===== src/rtl/quad_code_loader.sv =====
module quad_code_loader #(
  parameter int CODE_W = 12
) (
  input  logic              clk,
  input  logic              rst_n,
  input  logic              clr_n,
  input  logic              sclk,
  input  logic              sdi,
  input  logic              cs_ld,
  output logic              sdo,
  output logic [CODE_W-1:0] code_a,
  output logic [CODE_W-1:0] code_b,
  output logic [CODE_W-1:0] code_c,
  output logic [CODE_W-1:0] code_d
);
  localparam int CH      = 4;
  localparam int FRAME_W = CH * CODE_W;

  logic               sclk_q, cs_q;
  logic [FRAME_W-1:0] sr, hold;

  wire shift_en   = sclk & ~sclk_q & ~cs_ld;
  wire load_en    = cs_ld & ~cs_q;
  wire hold_rst_n = rst_n & clr_n;

  always_ff @(posedge clk or negedge rst_n)
    if (!rst_n) begin
      sclk_q <= 1'b0;
      cs_q   <= 1'b1;
      sr     <= '0;
    end else begin
      sclk_q <= sclk;
      cs_q   <= cs_ld;
      if (shift_en) sr <= {sr[FRAME_W-2:0], sdi};
    end

  always_ff @(posedge clk or negedge hold_rst_n)
    if (!hold_rst_n)  hold <= '0;
    else if (load_en) hold <= sr;

  assign sdo    = sr[FRAME_W-1];
  assign code_a = hold[4*CODE_W-1 -: CODE_W];
  assign code_b = hold[3*CODE_W-1 -: CODE_W];
  assign code_c = hold[2*CODE_W-1 -: CODE_W];
  assign code_d = hold[1*CODE_W-1 -: CODE_W];


  shift_step_chk: assert property (@(posedge clk) disable iff (!rst_n)
    (sclk && !sclk_q && !cs_ld) |=> sdo == $past(sr[FRAME_W-2]));

  gated_clock_chk: assert property (@(posedge clk) disable iff (!rst_n)
    cs_ld |=> $stable(sdo));

  codes_hold_chk: assert property (@(posedge clk) disable iff (!hold_rst_n)
    !(cs_ld && !cs_q) |=> $stable({code_a, code_b, code_c, code_d}));

  clear_zero_chk: assert property (@(posedge clk) disable iff (!rst_n)
    !clr_n |-> ({code_a, code_b, code_c, code_d} == '0));
endmodule


===== config.mk =====
export PLATFORM = sky130hd
export DESIGN_NAME = quad_code_loader
export DESIGN_NICKNAME = d
export VERILOG_FILES = /design/src/rtl/quad_code_loader.sv
export SDC_FILE = /design/constraint.sdc
export NUM_CORES = 1
export LEC_CHECK = 0
export BUFFER_PORTS_ARGS = -buffer_cell sky130_fd_sc_hd__buf_2
export CORE_ASPECT_RATIO = 0.5
export CORE_MARGIN = 2
export CORE_UTILIZATION = 50
export CTS_BUF_LIST = sky130_fd_sc_hd__clkbuf_4 sky130_fd_sc_hd__clkbuf_8 sky130_fd_sc_hd__clkbuf_16
export DETAILED_ROUTE_END_ITERATION = 6
export PLACE_DENSITY = 0.74
export SYNTH_ARGS = -nofsm -noshare
export SYNTH_HDL_FRONTEND = slang
export SYNTH_SLANG_ARGS = --single-unit

===== constraint.sdc =====
create_clock -name clk -period 1.71 [get_ports clk]
set_input_delay 0.2565 -clock clk [delete_from_list [all_inputs] [get_ports clk]]
set_output_delay 0.2565 -clock clk [all_outputs]
set_load 0.005 [all_outputs]

==> metrics.csv <==
stage,metric,value,unit
sta,final.setup.tns,0,ns
setup_path,slowest_delay,0.51,ns
setup_path,required,1.92,ns
floorplan,rows,21,
logic_synthesis,syn_inst,207,
setup_path,startpoint_type,flip-flop,
clock_tree,cts_hold_buffers,1,
sta,clock-skew-final,0.005734,ns
setup_path,crit_family,flip-flops,
sta,finalHoldViolations,0,
cells_and_area,fin_area,4340,um2
setup_path,crit_slowest_cell,dfstp_2,
setup_path,rr_endpoint,hold[24]$_DFFE_PN0P_,
floorplan,fp.dieW,124.9,um
clock_tree,root_buffer,clkbuf_16,
sta,slew_headroom,57.99,%
setup_path,r2r_cells,3,
global_route,grt_max_degree,51,
placement,portBuffers,54,
clock_tree,h-tree-depth,3,
pwr,p_per_area,1179,nW/um2
setup_path,cp-end-kind,flip-flop,
floorplan,die_y,64.45,um
setup_path,rr_startpoint,cs_q$_DFF_PN1_,
route,drtIter0Drc,85,
global_route,busiest_layer,met2,
cells_and_area,fin_nets,274,
worst_hold_path,hold_path_class,in2async,
placement,dpl.hpwl,3.751,mm
setup_path,crit_chain,"and2b_2, buf_4, mux2_1",
cells_and_area,syn2layout_area_growth,18.80,%
logic_synthesis,avgSynthCellArea,17.65,um2
sta,setup_violations,0,
floorplan,die_area,8049,um2
clock_tree,cts_resized,0,
placement,placed_area,4018,um2
sta,max_freq,0.6855,GHz
global_route,use_met1,20.68,%
route,vias,1865,
logic_synthesis,synth_nets,213,
route,vias_per_cell,5.110,
logic_synthesis,ys_top_cells_by_area,"dfrtp_1 66%, mux2_2 23%, mux2_1 7.1%, buf_6 1.8%, dfstp_2 0.72%",
logic_synthesis,synth_warnings,0,
setup_path,path_buf_inv,1,
cells_and_area,drive_gt1_share,55.68,%
pwr,power_leakage,2.347,nW
clock_tree,clkTransAtPathRegs,0.06,ns
clock_tree,insertion_delay,0.33,ns
floorplan,io_pins,55,
setup_path,rrSetupSlack,0.25,ns
logic_synthesis,syn_area,3654,um2
setup_path,arrival,1.67,ns
placement,routabilityCongestion,0.6768,
sta,period_share,85.31,%
logic_synthesis,synthArstFlopShare,100.0,%
route,wire_per_inst,15.90,um
global_route,use_met2,27.05,%
global_route,grt_first_pass_wirelength,10.01,mm
sta,rsz0062_at_grt,false,
logic_synthesis,post_synth_num_cell_types,10,
route,first_pass_iters,4,
clock_tree,clock_sinks,98,
setup_path,critPathKind,reg2reg,
logic_synthesis,synth-seq-cells,98,
route,totalWireLength,5.803,mm
logic_synthesis,synth_flop_cell,dfrtp_1,
clock_tree,cts_setup_buffers,0,
cells_and_area,num_antenna_cells,0,
logic_synthesis,yosysMostFrequentCell,dfrtp_1,
clock_tree,cts_tree,built,
clock_tree,cts_buffer_depth,2,
run_status,status,completed,
global_route,grt_usage,16.28,%
global_route,grt_overflow_total,0,
logic_synthesis,synth_commonest_cells,"97 x dfrtp_1, 73 x mux2_2, 23 x mux2_1, 6 x buf_6",
setup_path,worst-path-stages,3,
cells_and_area,n_fill_cell,529,
logic_synthesis,synth_top_cell_area_share,66.44,%
sta,finalMaxSlewViolations,0,
logic_synthesis,synth-edff-count,0,
clock_tree,cts_buffers,9,
logic_synthesis,synth_top_area_cell,dfrtp_1,
global_route,grt_antenna_before_repair,0,
setup_path,cp_max_fo,25,
floorplan,core,6884,um2
job,timing.max_cap.violations,0,
global_route,met3_usage,4.789,%
route,drtAntennaViolNets,0,
pwr,vdd_ir_drop_max,0.0005234,V
sta,worst_pin_slew,0.6302,ns
logic_synthesis,yosysSeqAreaShare,67.16,%
route,drc_errors,0,
sta,period_needed,1.459,ns
floorplan,initial_core_util,53.07,%
global_route,grt_pass1_vias,1973,
## stage by stage
stage                     cells  hold slack [ns]  util [%]  worst slack [ns]  power, W
after floorplan             207         -0.03909         -           0.01950  0.002916
after global routing        365          0.04526     63.05            0.2054  0.005353
after global placement      348           0.3502     58.36            0.3137  0.003088
final                       365          0.02881     63.05            0.2512  0.005119
after detailed placement    348           0.3545     58.36            0.2677  0.003117
after CTS                   365          0.03036     63.05            0.2432  0.005179
## routing by layer
metal	routed length [um]	vias up
li1	-	858
met1	2652	964
met2	2802	35
met3	261	8
met4	87	0
met5	0	-
## area by class of cell
class | count | area (um2) | share of cell area [%]
Sequential cell | 98 | 2454 | 56.53
Multi-Input combinational cell | 99 | 1116 | 25.71
Timing Repair Buffer | 60 | 342.8 | 7.899
Clock buffer | 11 | 252.7 | 5.823
Tap cell | 92 | 115.1 | 2.652
Clock inverter | 5 | 60.06 | 1.384
## flip-flops by register name, summed over array words and instances, names as in the netlist
| name | cells |
|---|---|
| cs_q | 1 |
| hold | 48 |
| sclk_q | 1 |
| sr | 48 |
## layout by cell type, fill, tap and decap left out, drive strengths merged
cell         synthesis  layout
clkinvlp             0       1
mux2                96      96
bufinv               0       1
and2                 1       1
dlygate4sd3          0       1
nor3b                1       1
and2b                1       1
dfrtp               97      97
buf                 10      59
clkinv               0       1
dfstp                1       1
clkbuf               0      11
inv                  0       2
## power by group
| part | internal, W | switching (W) |
|---|---|---|
| combinational | 0.000252 | 0.000181 |
| clock | 0.00122 | 0.000837 |
| sequential | 0.00251 | 0.000115 |
| total | 0.00399 | 0.00113 |
## how the worst max path moves through the flow
stage / start / to
floorplan: clr_n / hold[0]$_DFFE_PN0P_
global placement: cs_q$_DFF_PN1_ / hold[24]$_DFFE_PN0P_
detailed placement: cs_q$_DFF_PN1_ / hold[24]$_DFFE_PN0P_
CTS: cs_q$_DFF_PN1_ / hold[24]$_DFFE_PN0P_
global route: sclk_q$_DFF_PN0_ / sr[47]$_DFFE_PN0P_
finish: cs_q$_DFF_PN1_ / hold[24]$_DFFE_PN0P_
## worst reg2reg max path: stages (launching register included)
cell and delay, ns:
dfstp_2 0.51, and2b_2 0.22, buf_4 0.24, mux2_1 0.37
## kinds of logic (layout without fill, tap and decap cells)
family / count (synthesis) / count (layout) / share of synthesized area (%)
mux: 96 / 96 / 29.59
simple gates: 3 / 3 / 0.7193
flops: 98 / 98 / 67.16
buf+inv: 10 / 76 / 2.534
No activity file was read; power rests on OpenSTA's default activity.
